**config.mk**
```make
export PLATFORM = sky130hd
export DESIGN_NAME = bundle_sequencer
export DESIGN_NICKNAME = d
export VERILOG_FILES = /design/src/rtl/bseq_pkg.sv /design/src/rtl/bseq_slot_mux.sv /design/src/rtl/bseq_ctrl_decode.sv /design/src/rtl/bundle_sequencer.sv
export SDC_FILE = /design/constraint.sdc
export NUM_CORES = 1
export LEC_CHECK = 0
export BUFFER_PORTS_ARGS = -buffer_cell sky130_fd_sc_hd__buf_2
export CAP_MARGIN = 30
export CORE_ASPECT_RATIO = 1.4
export CORE_MARGIN = 2
export CORE_UTILIZATION = 57
export CTS_BUF_LIST = sky130_fd_sc_hd__clkbuf_8
export DETAILED_ROUTE_END_ITERATION = 12
export HOLD_SLACK_MARGIN = 0.15
export PLACE_DENSITY = 0.86
export SYNTH_ARGS = -nofsm -noshare
export SYNTH_HDL_FRONTEND = slang
export SYNTH_SLANG_ARGS = --single-unit
```
**constraint.sdc**
```tcl
create_clock -name clk -period 5.4 [get_ports clk]
set_input_delay 1.62 -clock clk [delete_from_list [all_inputs] [get_ports clk]]
set_output_delay 1.62 -clock clk [all_outputs]
set_load 0.05 [all_outputs]
```
**src/rtl/bseq_pkg.sv**
```systemverilog
package bseq_pkg;
    localparam int unsigned CTRL_W = 2;

    // Control pair, MSB first: conditional bit then extension bit.
    typedef struct packed {
        logic cond;
        logic imm;
    } bseq_ctrl_t;
endpackage

```
**src/rtl/bseq_slot_mux.sv**
```systemverilog
module bseq_slot_mux #(
    parameter int unsigned SLOT_W = 42,
    parameter int unsigned NSLOT  = 3,
    localparam int unsigned IDX_W  = $clog2(NSLOT),
    localparam int unsigned BODY_W = SLOT_W * NSLOT
) (
    input  logic [BODY_W-1:0] body,
    input  logic [IDX_W-1:0]  idx,
    output logic [SLOT_W-1:0] slot,
    output logic [SLOT_W-1:0] tail_slot
);
    logic [SLOT_W-1:0] slots [NSLOT];

    for (genvar g = 0; g < NSLOT; g++) begin : g_unpack
        assign slots[g] = body[g*SLOT_W +: SLOT_W];
    end

    always_comb begin
        slot = '0;
        for (int i = 0; i < NSLOT; i++) begin
            if (idx == IDX_W'(i)) slot = slots[i];
        end
    end

    assign tail_slot = slots[NSLOT-1];
endmodule

```
**src/rtl/bseq_ctrl_decode.sv**
```systemverilog
module bseq_ctrl_decode
    import bseq_pkg::*;
#(
    parameter int unsigned NSLOT = 3,
    localparam int unsigned IDX_W = $clog2(NSLOT)
) (
    input  bseq_ctrl_t       ctrl,
    input  logic [IDX_W-1:0] idx,
    input  logic             cmp_flag,
    output logic             is_last,
    output logic             kill,
    output logic             imm_attach
);
    localparam logic [IDX_W-1:0] LAST_FULL  = IDX_W'(NSLOT - 1);
    localparam logic [IDX_W-1:0] LAST_SHORT = IDX_W'(NSLOT - 2);

    logic [IDX_W-1:0] last_idx;

    always_comb begin
        last_idx   = ctrl.imm ? LAST_SHORT : LAST_FULL;
        is_last    = (idx == last_idx);
        kill       = ctrl.cond && (idx < LAST_FULL) && !cmp_flag;
        imm_attach = ctrl.imm && (idx == '0);
    end
endmodule

```
**src/rtl/bundle_sequencer.sv**
```systemverilog
module bundle_sequencer
    import bseq_pkg::*;
#(
    parameter int unsigned SLOT_W = 42,
    parameter int unsigned NSLOT  = 3,
    localparam int unsigned IDX_W    = $clog2(NSLOT),
    localparam int unsigned BODY_W   = SLOT_W * NSLOT,
    localparam int unsigned BUNDLE_W = BODY_W + CTRL_W
) (
    input  logic                clk,
    input  logic                rst_n,
    input  logic                fetch_valid,
    output logic                fetch_ready,
    input  logic [BUNDLE_W-1:0] fetch_bundle,
    input  logic                cmp_flag,
    output logic                issue_valid,
    input  logic                issue_ready,
    output logic [SLOT_W-1:0]   issue_slot,
    output logic [IDX_W-1:0]    issue_idx,
    output logic [SLOT_W-1:0]   issue_imm,
    output logic                issue_imm_valid,
    output logic                issue_kill
);
    typedef struct packed {
        logic                have;
        logic [IDX_W-1:0]    idx;
        logic [BUNDLE_W-1:0] bundle;
    } seq_t;

    seq_t st_d, st_q;

    bseq_ctrl_t        ctrl_q;
    logic [SLOT_W-1:0] cur_slot;
    logic [SLOT_W-1:0] tail_slot;
    logic              is_last;
    logic              kill_raw;
    logic              imm_attach;
    logic              issue_fire;

    assign ctrl_q = bseq_ctrl_t'(st_q.bundle[BUNDLE_W-1 -: CTRL_W]);

    bseq_slot_mux #(.SLOT_W(SLOT_W), .NSLOT(NSLOT)) u_mux (
        .body      (st_q.bundle[BODY_W-1:0]),
        .idx       (st_q.idx),
        .slot      (cur_slot),
        .tail_slot (tail_slot)
    );

    bseq_ctrl_decode #(.NSLOT(NSLOT)) u_dec (
        .ctrl       (ctrl_q),
        .idx        (st_q.idx),
        .cmp_flag   (cmp_flag),
        .is_last    (is_last),
        .kill       (kill_raw),
        .imm_attach (imm_attach)
    );

    always_comb begin
        issue_valid     = st_q.have;
        issue_slot      = cur_slot;
        issue_idx       = st_q.idx;
        issue_imm_valid = st_q.have && imm_attach;
        issue_imm       = issue_imm_valid ? tail_slot : '0;
        issue_kill      = st_q.have && kill_raw;
        issue_fire      = st_q.have && issue_ready;
        fetch_ready     = !st_q.have || (issue_ready && is_last);

        st_d = st_q;
        if (issue_fire) begin
            if (is_last) begin
                st_d.have = 1'b0;
                st_d.idx  = '0;
            end else begin
                st_d.idx = st_q.idx + IDX_W'(1);
            end
        end
        if (fetch_valid && fetch_ready) begin
            st_d.have   = 1'b1;
            st_d.idx    = '0;
            st_d.bundle = fetch_bundle;
        end
    end

    always_ff @(posedge clk or negedge rst_n) begin
        if (!rst_n) begin
            st_q <= '0;
        end else begin
            st_q <= st_d;
        end
    end
endmodule

```
Yosys cells after proc, flatten, opt, wreduce, memory -nomap -nowiden
Cells that the tools add are included.
{ "classes": {"addsub": 1, "order_cmp": 1, "eq_ne": 3, "muxes": 9, "reduce_logical": 15} }
{ "ops": {"columns": ["cell", "n"], "rows": [
  ["$mux W42", 4],
  ["$mux W131", 1],
  ["$logic_and A1 B1 Y1", 8],
  ["$mux W2", 2],
  ["$reduce_bool A2 Y1", 2],
  ["$mux W3", 1],
  ["$add A2 B1 Y2 const B", 1],
  ["$eq A2 B1 Y1 const B", 1],
  ["$eq A2 B2 Y1", 1],
  ["$eq A2 B2 Y1 const B", 1],
  ["$logic_not A1 Y1", 2],
  ["$logic_not A2 Y1", 1],
  ["$lt A2 B2 Y1 const B", 1],
  ["$reduce_and A2 Y1", 1],
  ["$logic_or A1 B1 Y1", 1],
  ["$mux W1", 1]
]} }
{ "totals": {"ff_bits": 131, "in_bits": 133, "out_inout_bits": 90, "elab_cells": 32} }

Depth between registers and ports, before layout
Gate-level depths: netlist of the first run.
{ "logic_depth": {"word_depth": 7, "mapped_depth": 7, "ltp_nobuf": 5} }

Modules after synthesis
From an unflattened synthesis of the first run, not the netlist that was laid out.
{ "unflattened": {"cells_unflattened": 488, "area_unflattened_um2": 7433.4} }
{ "by_module_without_submodules": {"columns": ["mod", "instances", "cells_each", "area_each_um2", "seq_area_each_um2"], "rows": [
  ["bundle_sequencer", 1, 341, 5856.9, 3278.1],
  ["bseq_slot_mux", 1, 142, 1539.0, 0.0],
  ["bseq_ctrl_decode", 1, 5, 37.5, 0.0]
]} }

Least setup slack after synthesis of the first run
No wires, ideal clock.
{ "synth_timing": {"path_type": "input port to output port", "start": "in cmp_flag", "end": "out issue_kill", "arrival_time_ps": 3151, "required_time_ps": 3780, "setup_slack_ps": 629, "path_stages": 1, "path_buffers": 0, "cell_sequence": "nor4bb_1"} }
{ "synth_via": {"elab_chain_cells": 3} }
{ "synth_lines": {"columns": ["item", "line", "text"], "rows": [
  ["from (decl)", "bundle_sequencer.sv:15", "input logic cmp_flag,"],
  ["$logic_not A1 Y1", "bseq_ctrl_decode.sv:22", "kill = ctrl.cond && (idx < LAST_FULL) && !cmp_flag;"],
  ["$logic_and A1 B1 Y1", "bseq_ctrl_decode.sv:22", null],
  ["$logic_and A1 B1 Y1", "bundle_sequencer.sv:64", "issue_kill = st_q.have && kill_raw;"],
  ["to (decl)", "bundle_sequencer.sv:22", "output logic issue_kill"]
]} }
No other way between the ends.

Worst setup path after layout of the first run
{ "layout_timing": {"start": "reg st_q (netlist bit issue_idx[0])", "end": "out issue_imm[9]"} }
{ "layout_via": {"elab_chain_cells": 4} }
{ "layout_lines": {"columns": ["item", "line", "text"], "rows": [
  ["from (decl)", "bundle_sequencer.sv:30", "seq_t st_d, st_q;"],
  ["from (signal assigned)", "bundle_sequencer.sv:88", "st_q <= st_d;"],
  ["$logic_not A2 Y1", "bseq_ctrl_decode.sv:23", "imm_attach = ctrl.imm && (idx == '0);"],
  ["$logic_and A1 B1 Y1", "bseq_ctrl_decode.sv:23", null],
  ["$logic_and A1 B1 Y1", "bundle_sequencer.sv:62", "issue_imm_valid = st_q.have && imm_attach;"],
  ["$mux W42", "bundle_sequencer.sv:63", "issue_imm = issue_imm_valid ? tail_slot : '0;"],
  ["to (decl)", "bundle_sequencer.sv:20", "output logic [SLOT_W-1:0] issue_imm,"]
]} }
No other way between the ends.

==> results of run 1 <==
## flip-flops by register name, indices dropped and copies added, names as in the netlist
| signal | cells |
|---|---|
| issue_idx | 2 |
| ctrl_q | 2 |
| st_q | 126 |
| issue_valid | 1 |
## worst max-delay path by stage
stage / from / to / slack [ns] / cells past startpoint
after floorplan: cmp_flag / issue_kill / 0.63 / 1
after global placement: issue_idx[1] / issue_slot[2] / 1.37 / 7
after detailed placement: issue_idx[0] / issue_imm[9] / 1.31 / 7
after CTS: issue_idx[0] / issue_imm[9] / 0.80 / 7
after global routing: issue_idx[1] / issue_slot[2] / 0.61 / 7
final: issue_idx[0] / issue_imm[9] / 0.85 / 7
## worst max-delay path, cell delays in order, from the launching register on
cell     delay [ns]
dfrtp_1        0.48
inv_1          0.17
ha_1           0.16
buf_4          0.36
and3_1         0.46
buf_4          0.38
and2_1         0.20
buf_2          0.27
## power groups by stage
stage / clock network (mW) / logic, mW / registers, mW
detailed placement: 0 / 3.60 / 1.83
global route: 0.960 / 3.81 / 1.89
finish: 0.891 / 3.61 / 1.83
CTS: 0.908 / 3.62 / 1.82
floorplan: 0 / 3.03 / 1.71
global placement: 0 / 3.53 / 1.78
## Yosys cell counts
cell	instances
o221a_2	1
o2bb2ai_1	1
o21ai_1	2
buf_4	2
inv_1	4
buf_12	11
nor4bb_1	1
or2b_1	1
o21ai_0	40
a31o_2	1
dfrtp_1	131
clkbuf_1	23
and3b_1	42
nand3b_1	2
a32o_1	1
mux2_1	10
mux2_2	17
a21oi_1	43
buf_8	1
buf_6	2
mux2i_1	1
a31oi_4	1
nand3_1	1
nand4b_1	1
and3_1	1
ha_1	3
nand2_1	44
buf_2	5
mux2_4	100
and2_1	42
nand4bb_1	1
o31ai_1	1
## per-stage QoR
step / cells / setup slack [ns] / utilization / cell area [µm²] / hold WS, ns
floorplan: 537 / 0.629 / - / 6880 / 0.458
global route: 904 / 0.608 / 0.706 / 8340 / 0.510
global placement: 869 / 1.37 / 0.665 / 7860 / 0.470
finish: 905 / 0.849 / 0.706 / 8350 / 0.494
detailed placement: 870 / 1.31 / 0.667 / 7890 / 0.476
CTS: 902 / 0.805 / 0.703 / 8310 / 0.494
## metal layers
layer	vias up	track usage	routed length, µm
met3	46	0.0610	840
li1	2298	-	-
met2	181	0.420	8270
met5	-	0	19
met4	2	0.135	572
met1	2364	0.303	6500
## cell type report
cell class,count,area (µm²)
diodes,2,5.00
clock buffers,20,275
clock inverters,12,154
fillers,839,3470
inverters,4,15.0
multi-input cells,358,3210
flip-flops and latches,131,3280
well taps,147,184
repair buffers,231,1220
## cell families (layout without fill, tap and decap cells)
family	after synthesis	in the layout	share of synthesized area
other	0	2	0
AOI/OAI and AO/OA	91	91	0.0716
muxes	128	128	0.264
DFF	131	131	0.476
buffers and inverters	48	267	0.0580
and+or+nand+nor	136	136	0.125
adders and majority gates	3	3	0.00545
==> results, run 1 <==
- Setup repair after global routing left no endpoint under its margin.
- The number of global-route vias before repair was ~5200.
- The critical setup path kind is reg2out.
- The run finished with clean final reports.
- The area growth from synthesis to layout is 21.3%.
- Entering global routing, the biggest net connects 99 pins.
- Once detail routing completed, the nets flagged for antenna violations numbered 0.
- The synthesized netlist occupies a cell area of 0.00688 mm².
- The cell count of the worst hold path is 1.
- For this run, the number of Yosys warnings is 0.
- The cell internal power dissipation is 3.34 mW.
- Of the total power, combinational logic draws 0.570.
- The number of violations of the max-capacitance limit is 0.
- In this run the power spent charging and discharging nets is approximately 3.0 mW.
- The area of the core is 0.0118 mm².
- Buffers inserted during clock tree synthesis total 17.
- In the global route stage, overall resource usage came out at 0.252.
- The global-route wire length before repair is roughly 26 mm.
- In this run the vertical extent of the chip is about 130 µm.
- For the worst-skew pair, the clock arrives at the later sink with an insertion delay of approximately 0.44 ns.
- The share of synthesized area in the top cell type comes to 0.476.
- The clock transition at the registers of the reported paths is about 0.080 ns.
- Headroom to the max-slew limit came out at 0.420.
- The startpoint of the worst hold path is st_q[79].
- STA classifies the critical path endpoint as a primary output.
- Counting cells, the worst reg-to-reg path comes to 5.
- VDD sags by at most roughly 0.00054 V.
- The analysis attributes to cell leakage a power of around 4.2 nW.
- The number of max-slew violations in the final report came to 0.
- The number of I/O pins is roughly 220.
- For the worst setup path, the data required time is roughly 3.8 ns.
- The worst hold path class is reg2reg.
- Of the cells placed in the final design, the portion with a size suffix greater than 1 is 0.509.
- The total power consumption of the routed design is approximately 6.3 mW.
- The number of sinks driven by the clock tree is around 130.
- Setup violations remaining at the end of the flow were counted as 0.
- For this block, the via count after detailed routing is 4891.
- The longest clock path from root to sink contains 2 buffers.
- The reg-to-reg endpoint is st_q[69].
- STA classifies the critical path startpoint as a flip-flop.
- The worst register-to-register path begins at issue_idx[0].
- Yosys attributes the largest share of cell area to dfrtp_1, mux2_4, and3b_1.
- The tree is rooted in a clkbuf_8.
- The number of gates resized after CTS is 0.
- The fraction of power spent switching nets is 0.473.
- After detailed routing, the average wire length per cell comes to 17.9 µm.
- For this design the ratio of total power to cell area is between 700 and 800 mW/mm².
- For the final database, setup skew stands at 0.0110 ns.
- The congestion estimate from routability-driven global placement came to around 0.81.
- The flop-to-flop setup slack is between 3 and 4 ns.
- The detailed-router iteration count before antenna repair is 4.
- The average footprint of a synthesized cell is 12.8 µm².
- From left edge to right edge, the die measures about 97 µm.
- The post-route fraction of the period consumed by the critical path is 0.843.
- Summed over all instances, the cell type with the most area after synthesis is dfrtp_1.
- The share of total power dissipated in the clock network is 0.141.
- The clock tree synthesis step divided the H-tree into 4 levels.
- Subtracting the final worst setup slack from the clock period gives around 4.6 ns.
- Leaving out fill and tap cells, the most frequent cells in the layout are buf_2, dfrtp_1, mux2_4, nand2_1, a21oi_1.
- In the final design database the tool counted about 880 nets.
- After global routing the overflow that remains totals 0.
- The sequential share of power is 0.290.
- The initial antenna violation count is 3.
- The HPWL after detailed placement is 11.1 mm.
- In this run the tool buffered the top-level ports with ~220 buffer cells.
- The TritonCTS clock tree is built.
- The unique cell type count in the Yosys netlist is 32.
- Adding up every negative setup slack in the final design gives 0 ns.
- For the pin with the worst max-slew slack, the measured transition is between 0.8 and 0.9 ns.
- Row generation in the floorplan step produced 47 rows.
- The synthesized design contains 131 register bits.
- The detailed router's first-iteration violation count is between 150 and 200.
- The hold violation total from the final report is 0.
- The number of remaining DRC errors is 0.
- The number of nets handed over by synthesis was between 600 and 700.
- The total routed wirelength is 16.2 mm.
- In the synthesized netlist, the number of instances is between 500 and 600.
- The effective utilization at floorplan is 0.582.
- Leaving out fill and tap cells, the most frequent cell in the layout is buf_2.
- The die outline area is 0.0130 mm².
- The routed via count divided by cell count is approximately 5.4.
- The capture endpoint of the worst hold path is st_q[79].
- The count of hold buffers inserted by post-cts repair is 0.
- STA puts the critical path data arrival time at 2.93 ns.
- The maximum frequency from static timing analysis is between 200 and 250 MHz.
- Along the worst path, the maximum fanout reaches 43.
- The post-CTS setup buffer count is 0.
- The share of the Yosys chip area taken by registers is 0.476.
Note: power is estimated with default switching activity, not from simulation.
==> inputs of run 2 (changes only) <==
- ABC_AREA: default -> 1
- CORE_UTILIZATION: 57 -> 52
- PLACE_DENSITY: 0.86 -> 0.8
- clock period: 5.4 -> 4.5 ns (I/O delays scaled with it)
==> results, run 2 <==
- At the end of routability-driven placement, the weighted congestion stood at 0.812.
- The post-synthesis xor/xnor area fraction is 0.
- Gates resized during post-CTS repair numbered 0.
- For this run, the number of Yosys warnings is 0.
- Setup repair after global routing left no endpoint under its margin.
- The maximum number of pins on one net before global-route repair is 85.
- The multiplexer share of the synthesized area is 0.
- The number of max-slew violations in the final report is 0.
- The number of sinks driven by the clock tree is 131.
- The main combinational cell family by area after synthesis is simple AND/OR/NAND/NOR gates.
- The worst setup path endpoint is issue_slot[29].
- The cell count after synthesis came out at between 800 and 900.
- The flip-flop cell with the highest count after synthesis is dfrtp_1.
- The via count of the routed design is 6500.
- Data on the critical path is required at its endpoint by about 3.2 ns.
- The total net switching power is about 3.9 mW.
- Of the total power, registers draw 0.283.
- The final core area utilization is 0.653.
- After clock tree synthesis, the clock-pin slew on the worst setup and hold paths is roughly 0.07 ns.
- The dominant cell by count in the synthesized netlist is nand2_1.
- The flip-flop count of the largest register after layout is approximately 130.
- The sequential cell area fraction in the yosys report is 0.506.
- The die outline height is 136 µm.
- STA classifies the critical path endpoint as a primary output.
- At the end of the flow, the number of nets in the layout was 1143.
- The internal portion of the total power is roughly 3.4 mW.
- Global routing finished with a remaining overflow of 0.
- The clock reaches the later pin of the worst-skew pair after roughly 0.43 ns.
- Along the worst path, the maximum fanout reaches 23.
- In the finished design, the share of the clock period the worst path needs comes to 0.848.
- The fraction of power spent switching nets is 0.531.
- The top cell types in the final layout, fill and taps aside, are nand2_1, buf_2, nand3_1, dfrtp_1, inv_1.
- The synthesized-area fraction occupied by adder cells is 0.00579.
- The worst path arrival time is about 2.5 ns.
- The TritonCTS clock tree is built.
- The critical path is of the reg2out type.
- The die outline width is about 98 µm.
- At the pin with the least slew margin, the transition time is about 0.9 ns.
- The analysis attributes to cell leakage a power of roughly 4.6 nW.
- The worst hold path class is reg2reg.
- The total clock buffers created by CTS is 17.
- The buffer depth of the longest clock path is 2.
- The share of the synthesized area in compound gates (AO/OA/AOI/OAI) is 0.0896.
- The area growth from synthesis to layout is 23.5%.
- The initial antenna violation count is 3.
- In this run the count of I/O pins placed on the die edge is around 220.
- After floorplanning, the core was divided into 48 placement rows.
- The fraction of power consumed by the clock network is 0.159.
- Of all flip-flops after synthesis, the portion carrying an async set or reset was 1.00.
- Of the post-synthesis cell area, the dominant cell type holds 0.506.
- The cell sitting at the root of the clock tree is a clkbuf_8.
- The worst setup path is launched from a flip-flop.
- After routing the design area is about 0.008 mm².
- The routed wirelength normalized by instance count is 15.8 µm.
- The first detailed-routing pass ran for 5 iterations.
- In this run the standard cell core region covers between 0.01 and 0.015 mm².
- Dividing the detail-routed via count by the number of cells gives roughly 5.5.
- The unique cell type count in the Yosys netlist is 21.
- In this run the critical register-to-register path is captured at st_q[65].
- The flow ran to the end, and the final reports show no timing, DRC or antenna violations.
- The number of remaining DRC errors is 0.
- Leaving out fill and tap cells, the most frequent cell in the layout is nand2_1.
- The headroom to the max-slew limit is 0.399.
- The post-DP HPWL is 12.0 mm.
- The critical register-to-register path startpoint is issue_idx[1].
- The sum of negative setup slack is 0 ns.
- The share of cells above drive strength 1 is 0.268.
- The first global-routing pass estimated between 20 and 30 mm of wire.
- Ranked by total cell area, the synthesized netlist is headed by dfrtp_1, nand2_1, nand3_1.
- Counting flops with a built-in enable in the synthesized netlist gives 0.
- The count of H-tree levels built during CTS is 4.
- The total power consumption of the routed design is about 7.3 mW.
- The hold violation total from the final report came to 0.
- For this block, the initial DRC count from the detailed router was about 470.
- The setup-violating endpoint count in the final report is 0.
- st_q holds more flip-flops than any other register.
- The count of nets left with antenna violations once routing finished came out at 0.
- The count of filler cells inserted in the layout is roughly 1100.
- The count of hold buffers inserted by post-cts repair is 0.
- The summed instance area of the synthesized netlist is ~0.0065 mm².
- Sorting the synthesized cells by how often they occur yields nand2_1, nand3_1, dfrtp_1.
- The post-CTS setup buffer count is 0.
- For flop-to-flop paths, the worst setup slack is 2.04 ns.
- When the netlist entered floorplanning its net count stood at around 960.
- The initial utilization of the core area, before any placement, comes to 0.529.
- The largest voltage drop on the vdd net is between 0.0005 and 0.0006 V.
- The largest total area in the synthesized netlist belongs to dfrtp_1.
- Of the total synthesized cell area, the portion taken by AND, OR, NAND and NOR gates is 0.308.
- The power per unit of standard cell area is 907 mW/mm².
- The combinational cell fraction of total power is 0.558.
- The most critical setup path has its startpoint at issue_idx[0].
- Across every metal layer, demand over resource in global routing totals 0.278.
- The number of global-route vias before repair is 6169.
- The total routed wirelength is roughly 19 mm.
- The clock period could shrink to about 3.8 ns.
- The number of I/O port buffers is 222.
- Timing would allow up to approximately 260 MHz.
- Max-cap violations in this run came to 0.
- Once placement finished, the instance area stood at ~0.0075 mm².
- The average footprint of a synthesized cell is between 7 and 8 µm².
- In this run, synthesis produced a sequential element count of roughly 130.
- Between clock sinks in the finished design, the worst skew comes to around 0.011 ns.
- The die outline area is between 0.01 and 0.015 mm².
- The number of cells on the worst reg-to-reg path is 9.
run 2: layer usage:
layer / up-vias / track usage / wire (µm)
met5: - / 0 / 7
met4: 2 / 0.135 / 626
li1: 3054 / - / -
met2: 319 / 0.450 / 9450
met3: 55 / 0.0602 / 1350
met1: 3070 / 0.356 / 7120
run 2: critical path, cell delays in order, from the launching register on:
cell	delay, ns
dfrtp_1	0.39
inv_1	0.12
ha_2	0.20
inv_1	0.57
o21ai_0	0.24
o22ai_1	0.21
buf_2	0.30
run 2: cell type report:
class,instances,area [µm²],share of cell area
Sequential cell,131,3280,0.410
Multi-Input combinational cell,574,2630,0.329
Timing Repair Buffer,233,1240,0.155
Clock buffer,19,262,0.0327
Clock inverter,13,206,0.0258
Inverter,50,188,0.0234
Tap cell,150,188,0.0234
Antenna cell,4,10.0,0.00125
run 2: worst min-delay path by stage:
| stage | slack [ns] | startpoint | cells past startpoint | to |
|---|---|---|---|---|
| global placement | 0.45 | st_q[49] | 2 | st_q[49] |
| CTS | 0.47 | st_q[61] | 2 | st_q[61] |
| finish | 0.47 | st_q[18] | 2 | st_q[18] |
| global route | 0.49 | st_q[75] | 2 | st_q[75] |
| detailed placement | 0.45 | st_q[61] | 2 | st_q[61] |
| floorplan | 0.44 | st_q[43] | 2 | st_q[43] |
run 2: cells by family (layout without fill, tap and decap cells):
| family | Yosys count | count (layout) |
|---|---|---|
| buffers and inverters | 121 | 315 |
| AND/OR/NAND/NOR | 473 | 473 |
| flip-flops | 131 | 131 |
| other | 0 | 4 |
| adder cells (fa/ha/maj) | 3 | 3 |
| AO/OA/AOI/OAI | 98 | 98 |
run 2: through the flow:
stage	std cells	hold slack [ns]	setup slack, ns
detailed placement	1138	0.455	1.14
CTS	1170	0.472	0.673
finish	1174	0.473	0.683
global route	1171	0.488	0.540
floorplan	826	0.437	0.599
global placement	1138	0.449	1.15
run 2: power by group through the flow:
stage,logic (mW),clock network [mW],registers [mW]
2_1_floorplan,3.20,0,1.99
3_3_place_gp,4.00,0,2.04
6_report,4.05,1.15,2.06
4_1_cts,4.06,1.17,2.05
3_5_place_dp,4.05,0,2.06
5_1_grt,4.39,1.22,2.12
